--- config.mk ---
export PLATFORM = sky130hd
export DESIGN_NAME = serial_port_core
export DESIGN_NICKNAME = d
export VERILOG_FILES = /design/src/rtl/sp_pkg.sv /design/src/rtl/sp_tick_sel.sv /design/src/rtl/sp_tx.sv /design/src/rtl/sp_rx.sv /design/src/rtl/serial_port_core.sv
export SDC_FILE = /design/constraint.sdc
export NUM_CORES = 1
export LEC_CHECK = 0
export BUFFER_PORTS_ARGS = -buffer_cell sky130_fd_sc_hd__buf_4
export CAP_MARGIN = 10
export CORE_ASPECT_RATIO = 0.6
export CORE_MARGIN = 2
export CORE_UTILIZATION = 40
export DETAILED_ROUTE_END_ITERATION = 10
export HOLD_SLACK_MARGIN = 0.06
export SLEW_MARGIN = 20
export SYNTH_ARGS = -nofsm -noshare
export SYNTH_HDL_FRONTEND = slang
export SYNTH_SLANG_ARGS = --single-unit
export TNS_END_PERCENT = 30
--- constraint.sdc ---
create_clock -name clk -period 5.4 [get_ports clk]
set_clock_uncertainty 0.15 [all_clocks]
set_input_delay 0.27 -clock clk [delete_from_list [all_inputs] [get_ports clk]]
set_output_delay 0.27 -clock clk [all_outputs]
set_load 0.01 [all_outputs]
--- src/rtl/sp_pkg.sv ---
package sp_pkg;
  typedef enum logic [1:0] {
    SRC_DIV = 2'd0,
    SRC_EXT = 2'd1,
    SRC_TMR = 2'd2,
    SRC_OFF = 2'd3
  } clk_src_e;

  typedef struct packed {
    logic par_en;
    logic par_odd;
    logic stop2;
    logic len8;
  } frame_cfg_t;

  localparam logic [2:0] A_MODE = 3'd0;
  localparam logic [2:0] A_CTRL = 3'd1;
  localparam logic [2:0] A_STAT = 3'd2;
  localparam logic [2:0] A_RXD  = 3'd3;
  localparam logic [2:0] A_TXD  = 3'd4;
endpackage

--- src/rtl/sp_tick_sel.sv ---
module sp_tick_sel
  import sp_pkg::*;
#(
  parameter int DIV_BASE  = 4,
  parameter int DIV_SEL_W = 2
) (
  input  logic                 clk,
  input  logic                 rst_n,
  input  clk_src_e             src,
  input  logic [DIV_SEL_W-1:0] div_sel,
  input  logic                 ext_clk,
  input  logic                 tmr_tick,
  output logic                 tick
);
  localparam int MAX_LIM = DIV_BASE << ((1 << DIV_SEL_W) - 1);
  localparam int CNT_W   = $clog2(MAX_LIM + 1);

  logic [CNT_W-1:0] cnt, lim;
  logic             div_tick;
  logic [2:0]       ext_sync;

  assign lim      = CNT_W'(DIV_BASE) << div_sel;
  assign div_tick = (cnt >= lim - 1'b1);

  always_ff @(posedge clk or negedge rst_n) begin
    if (!rst_n) begin
      cnt <= '0;
    end else if (src != SRC_DIV || div_tick) begin
      cnt <= '0;
    end else begin
      cnt <= cnt + 1'b1;
    end
  end

  always_ff @(posedge clk or negedge rst_n) begin
    if (!rst_n) ext_sync <= '0;
    else        ext_sync <= {ext_sync[1:0], ext_clk};
  end

  always_comb begin
    unique case (src)
      SRC_DIV: tick = div_tick;
      SRC_EXT: tick = ext_sync[1] & ~ext_sync[2];
      SRC_TMR: tick = tmr_tick;
      default: tick = 1'b0;
    endcase
  end


  ext_single_tick_chk: assert property (@(posedge clk) disable iff (!rst_n)
    (src == SRC_EXT && tick) |=> !tick);
endmodule

--- src/rtl/sp_tx.sv ---
module sp_tx
  import sp_pkg::*;
#(
  parameter int DATA_W = 8,
  parameter int OSR    = 16
) (
  input  logic              clk,
  input  logic              rst_n,
  input  logic              tick,
  input  logic              en,
  input  frame_cfg_t        cfg,
  input  logic              wr,
  input  logic [DATA_W-1:0] wdata,
  output logic              txd,
  output logic              sck,
  output logic              tdre,
  output logic              busy
);
  localparam int FW = DATA_W + 4;
  localparam int LW = $clog2(FW + 1);
  localparam int SW = $clog2(OSR);

  logic [DATA_W-1:0] hold;
  logic [FW-1:0]     frame, shreg;
  logic [LW-1:0]     flen, left;
  logic [SW-1:0]     sub;
  logic              load;

  always_comb begin : build
    logic [DATA_W-1:0] d;
    int p;
    d = hold;
    if (!cfg.len8) d[DATA_W-1] = 1'b0;
    frame    = '1;
    frame[0] = 1'b0;
    for (int i = 0; i < DATA_W; i++) begin
      if (cfg.len8 || i < DATA_W - 1) frame[1+i] = d[i];
    end
    p = cfg.len8 ? DATA_W + 1 : DATA_W;
    if (cfg.par_en) begin
      frame[p] = (^d) ^ cfg.par_odd;
      p++;
    end
    p    = p + (cfg.stop2 ? 2 : 1);
    flen = LW'(p);
  end

  assign load = tick && !busy && !tdre && en;
  assign sck  = busy ? sub[SW-1] : 1'b1;

  always_ff @(posedge clk or negedge rst_n) begin
    if (!rst_n) begin
      hold  <= '0;
      tdre  <= 1'b1;
      busy  <= 1'b0;
      txd   <= 1'b1;
      shreg <= '0;
      left  <= '0;
      sub   <= '0;
    end else begin
      if (wr && tdre) begin
        hold <= wdata;
        tdre <= 1'b0;
      end
      if (load) begin
        tdre  <= 1'b1;
        busy  <= 1'b1;
        txd   <= frame[0];
        shreg <= frame >> 1;
        left  <= flen - 1'b1;
        sub   <= '0;
      end else if (busy && tick) begin
        sub <= sub + 1'b1;
        if (sub == SW'(OSR - 1)) begin
          if (left == '0) begin
            busy <= 1'b0;
            txd  <= 1'b1;
          end else begin
            txd   <= shreg[0];
            shreg <= shreg >> 1;
            left  <= left - 1'b1;
          end
        end
      end
    end
  end


  start_low_chk: assert property (@(posedge clk) disable iff (!rst_n)
    $rose(busy) |-> !txd && $past(tick));

  idle_high_chk: assert property (@(posedge clk) disable iff (!rst_n)
    !busy |-> txd);

  hold_keep_chk: assert property (@(posedge clk) disable iff (!rst_n)
    (wr && !tdre) |=> $stable(hold));
endmodule

--- src/rtl/sp_rx.sv ---
module sp_rx
  import sp_pkg::*;
#(
  parameter int DATA_W = 8,
  parameter int OSR    = 16
) (
  input  logic              clk,
  input  logic              rst_n,
  input  logic              tick,
  input  logic              en,
  input  frame_cfg_t        cfg,
  input  logic              rxd,
  output logic              done,
  output logic [DATA_W-1:0] data,
  output logic              perr,
  output logic              ferr
);
  localparam int SW = $clog2(OSR);
  localparam int LW = $clog2(DATA_W + 3);
  localparam int IW = $clog2(DATA_W);

  typedef enum logic [1:0] {RX_IDLE, RX_START, RX_BITS} rx_st_e;

  rx_st_e            st;
  logic [1:0]        sync;
  logic              line;
  logic [SW-1:0]     sub;
  logic [LW-1:0]     pos, dlen;
  logic [DATA_W-1:0] sh;
  logic              par_s;

  assign line = sync[1];
  assign dlen = cfg.len8 ? LW'(DATA_W) : LW'(DATA_W - 1);

  always_ff @(posedge clk or negedge rst_n) begin
    if (!rst_n) sync <= 2'b11;
    else        sync <= {sync[0], rxd};
  end

  always_ff @(posedge clk or negedge rst_n) begin
    if (!rst_n) begin
      st    <= RX_IDLE;
      sub   <= '0;
      pos   <= '0;
      sh    <= '0;
      par_s <= 1'b0;
      done  <= 1'b0;
      data  <= '0;
      perr  <= 1'b0;
      ferr  <= 1'b0;
    end else begin
      done <= 1'b0;
      if (!en) begin
        st <= RX_IDLE;
      end else if (tick) begin
        unique case (st)
          RX_IDLE: if (!line) begin
            st  <= RX_START;
            sub <= '0;
          end
          RX_START: begin
            if (line) begin
              st <= RX_IDLE;
            end else if (sub == SW'(OSR / 2 - 1)) begin
              st  <= RX_BITS;
              sub <= '0;
              pos <= '0;
              sh  <= '0;
            end else begin
              sub <= sub + 1'b1;
            end
          end
          RX_BITS: begin
            sub <= sub + 1'b1;
            if (sub == SW'(OSR - 1)) begin
              pos <= pos + 1'b1;
              if (pos < dlen) begin
                sh[pos[IW-1:0]] <= line;
              end else if (cfg.par_en && pos == dlen) begin
                par_s <= line;
              end else begin
                st   <= RX_IDLE;
                done <= 1'b1;
                data <= sh;
                perr <= cfg.par_en && (par_s != ((^sh) ^ cfg.par_odd));
                ferr <= !line;
              end
            end
          end
          default: st <= RX_IDLE;
        endcase
      end
    end
  end


  start_qual_chk: assert property (@(posedge clk) disable iff (!rst_n)
    (st == RX_BITS && $past(st) == RX_START) |-> $past(!line));

  done_pulse_chk: assert property (@(posedge clk) disable iff (!rst_n)
    done |=> !done);
endmodule

--- src/rtl/serial_port_core.sv ---
module serial_port_core
  import sp_pkg::*;
#(
  parameter int DIV_BASE  = 4,
  parameter int DIV_SEL_W = 2,
  parameter int DATA_W    = 8,
  parameter int OSR       = 16
) (
  input  logic              clk,
  input  logic              rst_n,
  input  logic              reg_wr,
  input  logic              reg_rd,
  input  logic [2:0]        reg_addr,
  input  logic [DATA_W-1:0] reg_wdata,
  output logic [DATA_W-1:0] reg_rdata,
  input  logic              ext_clk,
  input  logic              tmr_tick,
  input  logic              rxd,
  output logic              txd_o,
  output logic              txd_oe,
  output logic              sck_o,
  output logic              sck_oe,
  output logic              tx_irq,
  output logic              rx_irq
);
  clk_src_e             src_q;
  logic [DIV_SEL_W-1:0] div_q;
  logic                 txd_oe_q, sck_oe_q;
  frame_cfg_t           cfg_q;
  logic                 tx_en_q, rx_en_q, rx_ie_q, tx_ie_q;
  logic                 pe_q, ore_q, fre_q, rdrf_q;
  logic [DATA_W-1:0]    rdata_q;

  logic                 tick, tx_wr, tdre, tx_busy;
  logic                 rx_done, rx_perr, rx_ferr;
  logic [DATA_W-1:0]    rx_data;
  logic                 wr_mode, wr_ctrl, wr_stat, rd_rx, clr;

  assign wr_mode = reg_wr && reg_addr == A_MODE;
  assign wr_ctrl = reg_wr && reg_addr == A_CTRL;
  assign wr_stat = reg_wr && reg_addr == A_STAT;
  assign tx_wr   = reg_wr && reg_addr == A_TXD;
  assign rd_rx   = reg_rd && reg_addr == A_RXD;
  assign clr     = wr_ctrl && reg_wdata[6];

  sp_tick_sel #(.DIV_BASE(DIV_BASE), .DIV_SEL_W(DIV_SEL_W)) i_tick (
    .clk, .rst_n, .src(src_q), .div_sel(div_q),
    .ext_clk, .tmr_tick, .tick
  );

  sp_tx #(.DATA_W(DATA_W), .OSR(OSR)) i_tx (
    .clk, .rst_n, .tick, .en(tx_en_q), .cfg(cfg_q),
    .wr(tx_wr), .wdata(reg_wdata),
    .txd(txd_o), .sck(sck_o), .tdre, .busy(tx_busy)
  );

  sp_rx #(.DATA_W(DATA_W), .OSR(OSR)) i_rx (
    .clk, .rst_n, .tick, .en(rx_en_q), .cfg(cfg_q), .rxd,
    .done(rx_done), .data(rx_data), .perr(rx_perr), .ferr(rx_ferr)
  );

  always_ff @(posedge clk or negedge rst_n) begin
    if (!rst_n) begin
      src_q    <= SRC_DIV;
      div_q    <= '0;
      txd_oe_q <= 1'b0;
      sck_oe_q <= 1'b0;
      cfg_q    <= '0;
      tx_en_q  <= 1'b0;
      rx_en_q  <= 1'b0;
      rx_ie_q  <= 1'b0;
      tx_ie_q  <= 1'b0;
    end else begin
      if (wr_mode) begin
        src_q    <= clk_src_e'(reg_wdata[1:0]);
        div_q    <= reg_wdata[2 +: DIV_SEL_W];
        txd_oe_q <= reg_wdata[4];
        sck_oe_q <= reg_wdata[5];
      end
      if (wr_ctrl) begin
        cfg_q   <= '{par_en: reg_wdata[0], par_odd: reg_wdata[1],
                     stop2: reg_wdata[2], len8: reg_wdata[3]};
        tx_en_q <= reg_wdata[4];
        rx_en_q <= reg_wdata[5];
      end
      if (wr_stat) begin
        rx_ie_q <= reg_wdata[5];
        tx_ie_q <= reg_wdata[6];
      end
    end
  end

  always_ff @(posedge clk or negedge rst_n) begin
    if (!rst_n) begin
      pe_q    <= 1'b0;
      ore_q   <= 1'b0;
      fre_q   <= 1'b0;
      rdrf_q  <= 1'b0;
      rdata_q <= '0;
    end else begin
      if (clr) begin
        pe_q  <= 1'b0;
        ore_q <= 1'b0;
        fre_q <= 1'b0;
      end
      if (rd_rx) rdrf_q <= 1'b0;
      if (rx_done) begin
        if (rdrf_q && !rd_rx) begin
          ore_q <= 1'b1;
        end else begin
          rdata_q <= rx_data;
          rdrf_q  <= 1'b1;
          if (rx_perr) pe_q  <= 1'b1;
          if (rx_ferr) fre_q <= 1'b1;
        end
      end
    end
  end

  always_comb begin
    reg_rdata = '0;
    unique case (reg_addr)
      A_MODE: begin
        reg_rdata[1:0]             = src_q;
        reg_rdata[2 +: DIV_SEL_W] = div_q;
        reg_rdata[4]               = txd_oe_q;
        reg_rdata[5]               = sck_oe_q;
      end
      A_CTRL: reg_rdata[5:0] = {rx_en_q, tx_en_q, cfg_q.len8, cfg_q.stop2,
                                cfg_q.par_odd, cfg_q.par_en};
      A_STAT: reg_rdata[7:0] = {tx_busy, tx_ie_q, rx_ie_q, tdre,
                                rdrf_q, fre_q, ore_q, pe_q};
      A_RXD:  reg_rdata      = rdata_q;
      default: reg_rdata     = '0;
    endcase
  end

  assign txd_oe = txd_oe_q;
  assign sck_oe = sck_oe_q;
  assign tx_irq = tx_ie_q && tdre && !tx_busy;
  assign rx_irq = rx_ie_q && (rdrf_q || pe_q || ore_q || fre_q);


  overrun_keep_chk: assert property (@(posedge clk) disable iff (!rst_n)
    $rose(ore_q) |-> $stable(rdata_q) && rdrf_q);

  read_clear_chk: assert property (@(posedge clk) disable iff (!rst_n)
    (rd_rx && !rx_done) |=> !rdrf_q);

  err_clear_chk: assert property (@(posedge clk) disable iff (!rst_n)
    (clr && !rx_done) |=> !pe_q && !ore_q && !fre_q);

  rx_irq_src_chk: assert property (@(posedge clk) disable iff (!rst_n)
    $rose(rx_irq) |-> rx_ie_q && ($past(rx_done) || $rose(rx_ie_q)));
endmodule

Word level (Yosys, flattened, before mapping)

Index checks and enable logic that the tools add are counted.

Bits in registers: 98
Input port bits: 18

Mux-type cells: 80
Reductions and logical operators: 50
Bitwise logic cells: 7
Add/subtract/negate cells: 9
Equal/unequal tests: 25
Magnitude comparators: 6
Shift operators: 1

Operators with widths:

| cell                                                                    | number |
|---|---|
| 12-bit two-way mux                                                      | 5 |
| 4-bit two-way mux                                                       | 14 |
| 1-bit two-way mux                                                       | 36 |
| 32-bit by 1-bit >= comparator with 1-bit output, second input constant  | 1 |
| 32-bit by 6-bit < comparator with 1-bit output, second input constant   | 1 |
| 8-bit two-way mux                                                       | 4 |
| 6-bit one-hot mux with 4 select lines                                   | 1 |
| 6-bit AND reduction                                                     | 4 |
| 1-bit logical AND                                                       | 19 |
| 2-bit two-way mux                                                       | 9 |
| 4-bit by 1-bit adder with 4-bit output, second input constant           | 4 |
| 8-bit one-hot mux with 2 select lines                                   | 1 |
| 8-bit XOR reduction                                                     | 2 |
| 12-bit bitwise mux                                                      | 1 |
| 4-bit one-hot mux with 3 select lines                                   | 1 |
| 2-bit nonzero test                                                      | 6 |
| 2-bit by 1-bit inequality test with 1-bit output, second input constant | 5 |
| 3-bit inequality test, second input constant                            | 3 |
| 8-bit bitwise mux                                                       | 1 |
| 4-bit == test, second input constant                                    | 2 |
| 4-bit one-hot mux with 2 select lines                                   | 1 |
| 4-bit by 1-bit subtractor with 4-bit output, second input constant      | 2 |
| 7-bit AND reduction                                                     | 1 |
| 6-bit by 1-bit adder with 6-bit output, second input constant           | 1 |
| other kinds (36)                                                        | 53 |

Logic depth before layout (Yosys ltp)

Gate-level depths: netlist of the first run.

Depth after elaboration: 9
Mapped depth: 9
Depth with buffers taken out: 8

By module

From an unflattened synthesis of the first run, not the netlist that was laid out.

Cell total of the unflattened synthesis: 451
Area, all modules: 5170.0 um2

Modules (own cells, without submodules):

| module           | instances | area an instance (um2) | cells each |
|---|---|---|---|
| sp_rx            | 1         | 1800.5                 | 184 |
| sp_tx            | 1         | 1561.5                 | 142 |
| serial_port_core | 1         | 1326.3                 | 83 |
| sp_tick_sel      | 1         | 481.7                  | 42 |

Worst setup path before layout of the first run

No wires, ideal clock.

Kind: reg2reg
Start: reg div_q[1]
End: reg i_rx.data[2]
Required time: 5.125 ns
Stages on the path, launching flop included: 9
Arrival time: 2.017 ns
Library setup time: 0.125 ns
Path slack: 3.108 ns
Cell sequence: dfrtp_1 > nand2_1 > ha_1 > nand2_1 > o211ai_4 > nand3_4 > nor4_4 > buf_6 > mux2_4

Cells in the longest elaborated chain, start to end: 5

Ends and longest elaborated chain:

| item                                        | RTL line               | text |
|---|---|---|
| start, declared                             | serial_port_core.sv:27 | `logic [DIV_SEL_W-1:0] div_q;` |
| start signal, assigned                      | serial_port_core.sv:76 | `div_q <= reg_wdata[2 +: DIV_SEL_W];` |
| 3-bit by 2-bit left shift with 6-bit output | sp_tick_sel.sv:22      | `assign lim = CNT_W'(DIV_BASE) << div_sel;` |
| 6-bit by 1-bit subtractor with 6-bit output | sp_tick_sel.sv:23      | `assign div_tick = (cnt >= lim - 1'b1);` |
| 6-bit >= comparator                         | sp_tick_sel.sv:23      |  |
| 1-bit one-hot mux with 3 select lines       | sp_tick_sel.sv:41      | `unique case (src)` |
| 6-bit AND reduction (no source line)        | -                      |  |
| end signal, assigned                        | sp_rx.sv:84            | `data <= sh;` |
| end, declared                               | sp_rx.sv:14            | `output logic [DATA_W-1:0] data,` |

Every way passes these cells.
A chain may end at the register's enable or synchronous reset.

Final worst setup path of the first run

Start: reg cfg_q[0] (netlist bit)
End: reg i_rx.data[0]

Cells in the longest elaborated chain, start to end: 5
Elaborated cells between the ends (all ways): 7
Those cells by class: 1 x order compare; 1 x eq/ne; 1 x mux; 2 x bitwise; 2 x reduce/logical

Ends and longest elaborated chain:

| item                                                                       | RTL line               | text |
|---|---|---|
| start, declared                                                            | serial_port_core.sv:29 | `frame_cfg_t cfg_q;` |
| start signal, assigned                                                     | serial_port_core.sv:81 | `cfg_q <= '{par_en: reg_wdata[0], par_odd: reg_wdata[1],` |
| 4-bit two-way mux (*)                                                      | sp_rx.sv:33            | `assign dlen = cfg.len8 ? LW'(DATA_W) : LW'(DATA_W - 1);` |
| parallel branches: the longest is 3 deep, another holds 4-bit < comparator | -                      |  |
| 6-bit AND reduction (no source line) (*)                                   | -                      |  |

Mark *: on every way between the ends.

==> summary.txt, run 1 <==
Yosys
  – Synthesized instance count: roughly 460
  – Post-synth ARST share: 1.000
  – Ys flop type: dfrtp_1
  – Number of synthesized flops with an enable pin: 0
  – Unique masters post-synth: 60
  – Post-synthesis sequential area ratio: 0.4755
  – Syn_area_per_cell: roughly 11 um^2
  – Synthesis warning total: 0
  – Synth Net Count: 496
  – Seq cells post-synth: 97
  – Post-Syn Area: a little over 5000 um^2

Layout
  – Non-filler instance count after layout: 668
  – Footprint of the multi-input gates: approximately 2500 um^2
  – Fill count: between 1000 and 1500
  – Fraction of layout cells with a size suffix above 1: 0.2151
  – Register area: between 2000 and 2500 um^2
  – Final net count: approximately 540
  – Post-route design area: between 5000 and 6000 um^2
  – Final Util: 0.4835
  – Layout area overhead: 15.85%

Route
  – DR iter-0 viols: roughly 220
  – DR pass1 iterations: 4
  – DR vias/cell: between 5 and 6
  – Wirelength per Cell: between 15 and 20 um
  – Via count: roughly 3500
  – Routed Antenna Nets: 0
  – Residual DRC: 0
  – Detailed Route WL: between 10000 and 15000 um

Critical path
  – R2R Path End: i_rx.data[0]
  – Delay-heaviest family, CP: simple AND/OR/NAND/NOR gates
  – Setup CP Type: register to register
  – WP data arrival: approximately 3.0 ns
  – Crit path cell chain: inv_1, ha_1, o211a_1, o21ai_1, nor4_4, mux2_2
  – Worst r2r src: cfg_q[0]
  – Required @ worst endpoint: around 5.5 ns
  – R2R depth: 6
  – Crit path buf inv count: 1
  – Crit. End Element: register
  – Slowest library cell on the worst path: nor4_4
  – CP Max Fanout: 12
  – Flop2flop setup slack: approximately 2.5 ns
  – Startpoint types: register
  – CP max stage delay: between 0.7 and 0.8 ns

Pwr
  – Power Internal: 1.409 mW
  – Switching Power: between 0.6 and 0.7 mW
  – Leak Pwr: approximately 2.7 nW
  – Seq pwr share: 0.454
  – Power consumption: roughly 2.0 mW
  – Switching Share: 0.3084
  – Peak supply drop: ~0.00017 V
  – Pwr per Cell Area: around 340 nW/um^2
  – Logic pwr share: 0.222
  – Clock Power Share: 0.324

Timing
  – Min Hold Slack: between 0.1 and 0.15 ns
  – Endpoints failing setup: 0
  – Max-slew violations: 0
  – FMAX: about 340 MHz
  – Final hold vios: 0
  – Sum of negative setup slack: 0 ns
  – Min setup slack post-route: around 2.5 ns
  – RSZ-0062 raised after global routing: false
  – Worst slew pin tran: between 0.9 and 1 ns
  – Slew headroom: 0.3539
  – Final Cycle Share: 0.5397
  – Period minus WS final: 2.915 ns

CTS
  – Root buffer cell: clkbuf_16
  – H-tree Lvls: 3
  – Clock latency on the worst-skew pair: 0.34 ns
  – Clock sink count: 97
  – CTS tree: done
  – TritonCTS Buffers: 9
  – Setup Buffers After CTS: 0
  – Bufs on Longest Clock Path: 2
  – Worst-path clk slew: 0.08 ns
  – Hold buffers post-CTS: 12
  – Post-cts resize count: 0

Job
  – Max-cap violations: 0

Hold path
  – Min-Delay Path Class: input port to register
  – Hold Crit Start: reg_addr[2]
  – Hold depth: 4
  – WHS Endpoint: i_tx.tdre

Placed design
  – Placed cell area: 5488 um^2
  – Placed Cells: 639
  – Detail Placement HPWL: 8532 um
  – Routability cong.: roughly 0.8
  – Port Buffer Count: 31
  – Worst slack at placement: 2.484 ns

Global route
  – Initial antenna violation count: 0
  – Total GRT Usage: 0.1811
  – Total grt overflow: 0
  – First-pass GRT wire length: roughly 19000 um
  – Vias in the first global route: between 3000 and 4000
  – Pin count of the biggest net entering global routing: 56

Die
  – Die Wd: approximately 150 um
  – Initial Util: 0.4173
  – Die Height: between 90 and 100 um
  – Core area: approximately 12000 um^2
  – Std-Cell Rows: 31
  – Die Area: approximately 14000 um^2
  – Boundary pin count: 32

Run status
  – Status: finished, final reports clean
kinds of logic (layout without fill, tap and decap cells):
logic type               after synthesis  after routing  synth area share
AND/OR/NAND/NOR                      145            145            0.1526
flip-flops                            97             97            0.4755
AO/OA/AOI/OAI                         69             69           0.09394
multiplexers                          59             59            0.1443
buffers and inverters                 36             83           0.03229
XOR/XNOR                              25             25           0.04281
adder cells (fa/ha/maj)               23             23           0.05773
other                                  1              2         0.0007332
cells in the mapped netlist, types with 5 or more instances:
master	count	area, um^2
dfrtp_1	93	2327
nand2_1	44	165.2
mux2_2	30	337.8
o21ai_0	28	140.1
inv_1	23	86.33
ha_1	22	275.3
xnor2_1	21	183.9
nor2_1	19	71.32
mux2i_1	16	160.2
nand3_1	16	80.08
nor3_1	16	80.08
and3_1	9	56.30
nor2b_1	9	56.30
mux2_4	7	105.1
a21oi_1	6	30.03
clkbuf_1	6	22.52
mux4_2	6	135.1
nand2b_1	6	37.54
or3_1	6	37.54
a211o_1	5	43.79
o211ai_1	5	37.54
cells in the final DEF (no fill, tap or decap), types with 2 or more instances in the layout:
| cell type | n |
|---|---|
| a211o_1 | 5 |
| a21o_1 | 4 |
| a21oi_1 | 6 |
| a22o_1 | 4 |
| and3_1 | 9 |
| buf_4 | 32 |
| clkbuf_16 | 9 |
| clkinv_4 | 2 |
| dfrtp_1 | 93 |
| dfstp_2 | 4 |
| dlygate4sd3_1 | 12 |
| ha_1 | 22 |
| inv_1 | 23 |
| inv_6 | 2 |
| mux2_2 | 30 |
| mux2_4 | 7 |
| mux2i_1 | 16 |
| mux4_2 | 6 |
| nand2_1 | 44 |
| nand2b_1 | 6 |
| nand3_1 | 16 |
| nand4_1 | 2 |
| nor2_1 | 19 |
| nor2b_1 | 9 |
| nor3_1 | 15 |
| nor3b_1 | 4 |
| o211ai_1 | 5 |
| o21ai_0 | 28 |
| o21ai_1 | 2 |
| o311ai_1 | 2 |
| o31ai_1 | 2 |
| or3_1 | 6 |
| xnor2_1 | 21 |
| xor2_1 | 4 |
power groups by stage:
stage                     combinational [mW]  sequential [mW]  clock (mW)
after floorplan                        0.323            0.899           0
after global placement                 0.430            0.933           0
after detailed placement               0.443            0.937           0
after CTS                              0.455            0.923       0.676
after global routing                   0.507            0.940       0.715
final                                  0.453            0.925       0.660
worst register-to-register path, delay by kind of cell (launching register included):
family,cells,cell delay (ns)
AO/OA/AOI/OAI,2,0.35
adder cells (fa/ha/maj),1,0.37
buffers and inverters,1,0.20
flip-flops,1,0.52
multiplexers,1,0.42
AND/OR/NAND/NOR,1,0.79
sequential cells by signal, indices dropped and copies added, names as in the netlist, 3 cells and up:
signal and flops:
cfg_q 4, i_rx.data 8, i_rx.pos 4, i_rx.sh 8
i_rx.sub 4, i_tick.cnt 6, i_tick.ext_sync 3, i_tx.hold 8
i_tx.left 4, i_tx.shreg 11, i_tx.sub 4, rdata_q 8
layout make-up:
type / count / share of cell area
Multi-Input combinational cell: 322 / 0.4267
Antenna cell: 1 / 0.0004223
Clock buffer: 9 / 0.03801
Inverter: 23 / 0.01457
Sequential cell: 97 / 0.4105
Tap cell: 165 / 0.03484
Clock inverter: 7 / 0.01415
Timing Repair Buffer: 44 / 0.06081
layer usage:
layer | vias up | GRT usage | wire length, um
met5 | - | 0 | 0
met4 | 0 | 0.03931 | 82
met3 | 4 | 0.04623 | 538
met2 | 69 | 0.2428 | 4618
met1 | 1758 | 0.2880 | 6224
li1 | 1700 | - | -
worst max-delay path by stage:
stage / slack (ns) / to / start / depth (start not counted)
detailed placement: 2.48 / i_rx.data[0] / cfg_q[0] / 6
global route: 2.26 / i_rx.data[0] / cfg_q[0] / 6
CTS: 2.47 / i_rx.data[0] / cfg_q[0] / 6
floorplan: 3.11 / i_rx.data[2] / div_q[1] / 8
finish: 2.49 / i_rx.data[0] / cfg_q[0] / 6
global placement: 2.58 / i_tx.shreg[7] / div_q[1] / 8
Note: power is estimated with default switching activity, not from simulation.
==> run 2: changes to the inputs <==
clock period = 2.7 ns   (was 5.4 ns; I/O delays follow)
==> run 2 against run 1 <==
Setup slack got worse by 2.3 ns. Sequential cell count unchanged. Hold slack better by 0.0011 ns. Clock power is 100% higher. Core utilization rose by 0.91 points. Power grew 100%. Critical endpoint is now i_tx.left[1]. Largest power group unchanged. Highest routed layer unchanged.
==> summary.txt, run 2 (synthesis gave the netlist of run 1 again) <==
Route
  – Routed Antenna Nets: 0
  – Metal-1 WL: 6483 um
  – DR top layer: met4
  – Via count: about 3600
  – Residual DRC: 0
  – DR iter-0 viols: approximately 230
  – Routed length on met2: 4621 um
  – Wirelength per Cell: around 17 um
  – Met3 WL: around 540 um
  – DR pass1 iterations: 4
  – Detailed Route WL: between 10000 and 15000 um
  – DR vias/cell: ~5.3

Critical path
  – WP data arrival: around 2.6 ns
  – Worst r2r src: div_q[1]
  – WP depth: 7
  – Crit. End Element: register
  – Crit path buf inv count: 0
  – Crit-path most repeated cell: nand2_1
  – Crit path cell chain: nand2_1, ha_1, nand2_1, o211ai_4, nand2_2, or3_1, mux2_4
  – Startpoint types: register
  – Delay-heaviest family, CP: simple AND/OR/NAND/NOR gates
  – Setup crit end: i_tx.left[1]
  – Slowest library cell on the worst path: or3_1
  – CP Max Fanout: 8
  – R2R depth: 7
  – Required @ worst endpoint: 2.78 ns
  – R2R Path End: i_tx.left[1]
  – Flop2flop setup slack: 0.19 ns
  – Crit path from: div_q[1]
  – Setup CP Type: register to register
  – CP max stage delay: approximately 0.54 ns

Pwr
  – Leak Pwr: around 2.7 nW
  – Pwr per Cell Area: about 680 nW/um^2
  – Power consumption: 4.124 mW
  – Seq pwr share: 0.447
  – Peak supply drop: 0.0003758 V
  – Power Internal: around 2.8 mW
  – Logic pwr share: 0.233
  – Switching Power: approximately 1.3 mW
  – Switching Share: 0.3096
  – Clock Power Share: 0.320

Placed design
  – Routability cong.: ~0.8
  – Placed cell area: ~5600 um^2
  – Port Buffer Count: 31
  – Detail Placement HPWL: between 8000 and 9000 um

Timing
  – Period minus WS final: about 2.5 ns
  – FMAX: 398.0 MHz
  – Final hold vios: 0
  – Worst slew pin tran: 0.6851 ns
  – Slew headroom: 0.5413
  – Max-slew violations: 0
  – Min Hold Slack: 0.1194 ns
  – Endpoints failing setup: 0
  – Sum of negative setup slack: 0 ns
  – RSZ-0062 raised after global routing: false
  – Final Cycle Share: 0.9305

Layout
  – Max FFs per register: 11
  – Layout area overhead: 18.03%
  – N_diodes: 0
  – Most common cell after layout, fill and taps aside: dfrtp_1
  – Top reg by flops: i_tx.shreg
  – Final net count: between 500 and 600
  – Post-route design area: 6037 um^2
  – Fraction of layout cells with a size suffix above 1: 0.2287
  – Final Util: 0.4925
  – Most frequent cells in the layout: 93 x dfrtp_1, 44 x nand2_1, 42 x buf_4, 30 x mux2_2, 28 x o21ai_0

CTS
  – H-tree Lvls: 3
  – Worst-path clk slew: approximately 0.07 ns
  – Setup Buffers After CTS: 0
  – Clock sink count: 97
  – Root buffer cell: clkbuf_16
  – Clock latency on the worst-skew pair: between 0.3 and 0.4 ns
  – Post-cts resize count: 0
  – TritonCTS Buffers: 9
  – CTS tree: done
  – Bufs on Longest Clock Path: 2

Job
  – Max-cap violations: 0

Die
  – Core area: 12260 um^2
  – Boundary pin count: 32
  – Initial Util: 0.4173
  – Std-Cell Rows: 31
  – Die Area: 13740 um^2
  – Die Wd: roughly 150 um
  – Die Height: between 90 and 100 um

Hold path
  – Hold Crit Start: reg_addr[0]
  – Min-Delay Path Class: input port to register

Global route
  – Initial antenna violation count: 0
  – Total grt overflow: 0
  – First-pass GRT wire length: 19450 um
  – Pin count of the biggest net entering global routing: 59
  – Total GRT Usage: 0.1865
  – Vias in the first global route: 3651

Run status
  – Status: finished, final reports clean
-- run 2: what timing repair did --
action / CTS / global route
hold endpoints to repair: 122 / 0
setup endpoints to repair: 0 / 0
hold buffers: 15 / 0
-- run 2: worst min path at each step --
stage / endpoint / cells past startpoint
5_1_grt: rdrf_q / 4
2_1_floorplan: cfg_q[0] / 0
6_report: rdrf_q / 4
4_1_cts: rdrf_q / 4
3_3_place_gp: i_tx.shreg[6] / 1
3_5_place_dp: i_tx.shreg[6] / 1
-- run 2: metrics by stage --
stage,std cells,setup slack (ns)
2_1_floorplan,455,0.4082
3_3_place_gp,650,0.2624
3_5_place_dp,650,0.2068
4_1_cts,681,0.1752
5_1_grt,681,0.004729
6_report,681,0.1876
-- run 2: worst register-to-register path, delay by kind of cell (launching register included) --
family / cells / cell delay (ns)
flip-flops: 1 / 0.40
AO/OA/AOI/OAI: 1 / 0.33
adder cells (fa/ha/maj): 1 / 0.29
AND/OR/NAND/NOR: 4 / 0.88
multiplexers: 1 / 0.35
-- run 2: power groups by stage --
stage	sequential, mW	combinational (mW)	clock, mW
2_1_floorplan	1.80	0.647	0
3_3_place_gp	1.86	0.906	0
3_5_place_dp	1.87	0.938	0
4_1_cts	1.84	0.969	1.36
5_1_grt	1.87	1.07	1.43
6_report	1.85	0.959	1.32
-- run 2: layout make-up --
type,instances,area (um^2)
Clock buffer,10,229.0
Clock inverter,6,75.07
Fill cell,1129,6220
Inverter,23,86.33
Multi-Input combinational cell,322,2522
Sequential cell,97,2432
Tap cell,165,206.4
Timing Repair Buffer,58,485.5
-- run 2: routing by layer --
metal,GRT usage,vias to the layer above
met5,0,-
met4,0.04717,0
met3,0.03869,10
met2,0.2492,59
met1,0.3002,1819
li1,-,1730
==> run 3: changes to the inputs <==
ABC_AREA = 0   (was default)
clock period = 2.4 ns   (was 2.7 ns; I/O delays follow)
==> run 3 against run 2 <==
Design area grew 6.0%. Critical endpoint is now i_rx.data[0]. Register-to-register slack got worse by 0.18 ns. Highest routed layer unchanged. Critical path type unchanged. Routed wire length rose by 5.5%. Power is 16% higher. Die area is the same. Non-clock buffer count increased by 26.
==> summary.txt, run 3 (synthesis gave the netlist of run 1 again) <==
Layout
  – Final Util: 0.5222
  – Max FFs per register: 11
  – Non-filler instance count after layout: a little over 700
  – Layout area overhead: 25.12%
  – Final net count: slightly below 600
  – Top reg by flops: i_tx.shreg
  – Fill count: roughly 1100
  – Register area: approximately 2400 um^2
  – Most common cell after layout, fill and taps aside: dfrtp_1
  – Footprint of the multi-input gates: approximately 2600 um^2
  – Most frequent cells in the layout: 92 x dfrtp_1, 60 x buf_4, 42 x nand2_1, 28 x mux2_2
  – Fraction of layout cells with a size suffix above 1: 0.2878
  – N_diodes: 0

Placed design
  – Placed Cells: 664
  – Port Buffer Count: 31
  – Routability cong.: approximately 0.81
  – Detail Placement HPWL: between 9000 and 10000 um

Global route
  – Total grt overflow: 0
  – Initial antenna violation count: 0
  – Pin count of the biggest net entering global routing: 51
  – Vias in the first global route: between 3000 and 4000
  – Total GRT Usage: 0.1877
  – First-pass GRT wire length: between 15000 and 20000 um

CTS
  – H-tree Lvls: 3
  – Root buffer cell: clkbuf_16
  – CTS tree: done
  – Bufs on Longest Clock Path: 2
  – Clock sink count: just under 100
  – Worst-path clk slew: 0.07 ns
  – TritonCTS Buffers: 9
  – Clock latency on the worst-skew pair: about 0.34 ns

Timing
  – Worst slew pin tran: 0.6459 ns
  – Max-slew violations: 0
  – FMAX: ~420 MHz
  – RSZ-0062 raised after global routing: true
  – Slew headroom: 0.5671
  – Sum of negative setup slack: 0 ns
  – Endpoints failing setup: 0
  – Final Cycle Share: 0.9977
  – Period minus WS final: roughly 2.4 ns
  – Min Hold Slack: between 0.1 and 0.15 ns
  – Final hold vios: 0

Critical path
  – Startpoint types: register
  – Slowest library cell on the worst path: dfrtp_2
  – Setup crit end: i_rx.data[0]
  – Required @ worst endpoint: between 2 and 2.5 ns
  – CP Max Fanout: 6
  – R2R depth: 9
  – CP max stage delay: ~0.45 ns
  – R2R Path End: i_rx.data[0]
  – WP data arrival: between 2 and 2.5 ns
  – Setup CP Type: register to register
  – Crit path from: cfg_q[0]
  – Crit. End Element: register
  – Worst r2r src: cfg_q[0]
  – Crit path cell chain: ha_4, nor2b_4, o211a_1, o21ai_2, buf_6, nor4_4, clkbuf_16, buf_12, mux2_4
  – Flop2flop setup slack: roughly 0.0054 ns

Route
  – Via count: between 3000 and 4000
  – DR iter-0 viols: between 200 and 300
  – Detailed Route WL: about 12000 um
  – Residual DRC: 0
  – DR pass1 iterations: 4
  – Routed Antenna Nets: 0
  – DR vias/cell: between 5 and 6
  – Wirelength per Cell: approximately 18 um

Job
  – Max-cap violations: 0

Die
  – Die Height: slightly above 90 um
  – Initial Util: 0.4173
  – Core area: 12260 um^2
  – Boundary pin count: 32
  – Std-Cell Rows: 31
  – Die Area: ~14000 um^2
  – Die Wd: 150.0 um

Hold path
  – Min-Delay Path Class: input port to register

Run status
  – Status: finished, final reports clean

Pwr
  – Seq pwr share: 0.434
  – Pwr per Cell Area: around 750 nW/um^2
  – Switching Power: between 1 and 1.5 mW
  – Switching Share: 0.3093
  – Power Internal: 3.296 mW
  – Logic pwr share: 0.253
  – Leak Pwr: between 2 and 3 nW
  – Peak supply drop: about 0.0004 V
  – Clock Power Share: 0.313
-- run 3: changes by cell type in the layout (fill, tap and decap cells not counted), sizes merged --
cell / before / now
buf: 43 / 67
inv: 26 / 24
clkinv: 1 / 3
clkbuf: 10 / 13
clkinvlp: 1 / 0
-- run 3: worst min path at each step --
stage	from	to	slack [ns]	cells past startpoint
6_report	reg_addr[0]	rdrf_q	0.10	4
5_1_grt	reg_addr[1]	tx_en_q	0.14	3
4_1_cts	reg_addr[0]	rdrf_q	0.1	4
3_5_place_dp	rst_n	i_tx.hold[4]	-0.18	1
3_3_place_gp	rst_n	i_tx.hold[4]	-0.18	1
2_1_floorplan	rst_n	cfg_q[0]	-0.33	0
-- run 3: area by class of cell --
cell class,instances,area share
Sequential cell,97,0.3803
Multi-Input combinational cell,322,0.4066
Timing Repair Buffer,84,0.1195
Clock buffer,11,0.03793
Tap cell,165,0.03226
Inverter,23,0.01349
Clock inverter,5,0.009971
-- run 3: worst max-delay path, delay by kind of cell, from the launching register on --
kind / cells / cell delay [ns]
flops: 1 / 0.45
simple gates: 2 / 0.40
compound gates: 2 / 0.25
buf+inv: 3 / 0.44
mux: 1 / 0.30
fa+ha+maj: 1 / 0.28
-- run 3: layer usage --
layer  vias up  track usage  wire length [um]
met5         -            0                 0
met4         0      0.03459                74
met3         8      0.04121               673
met2       117       0.2489              5033
met1      1890       0.3079              6639
li1       1782            -                 -
-- run 3: through the flow --
step,total power [mW],worst slack [ns],area [um^2]
CTS,4.729,0.01730,6182
detailed placement,3.209,-0.0004010,5725
global placement,3.153,0.09584,5725
floorplan,2.751,0.1082,5115
finish,4.772,0.005417,6400
global route,5.021,-0.08888,6400
-- run 3: power by group through the flow --
| stage | logic, mW | clock network [mW] | registers, mW |
|---|---|---|---|
| floorplan | 0.728 | 0 | 2.02 |
| global placement | 1.07 | 0 | 2.08 |
| detailed placement | 1.12 | 0 | 2.09 |
| CTS | 1.15 | 1.51 | 2.06 |
| global route | 1.34 | 1.59 | 2.09 |
| finish | 1.21 | 1.49 | 2.07 |
-- run 3: timing repair --
action                                  CTS  global route
cloned                                    0             1
setup buffers                             0            11
hold buffers                             15             0
endpoints found under the setup margin    2            27
hold endpoints to repair                125             0
pin swaps                                 1             7
resized for setup                         0            28
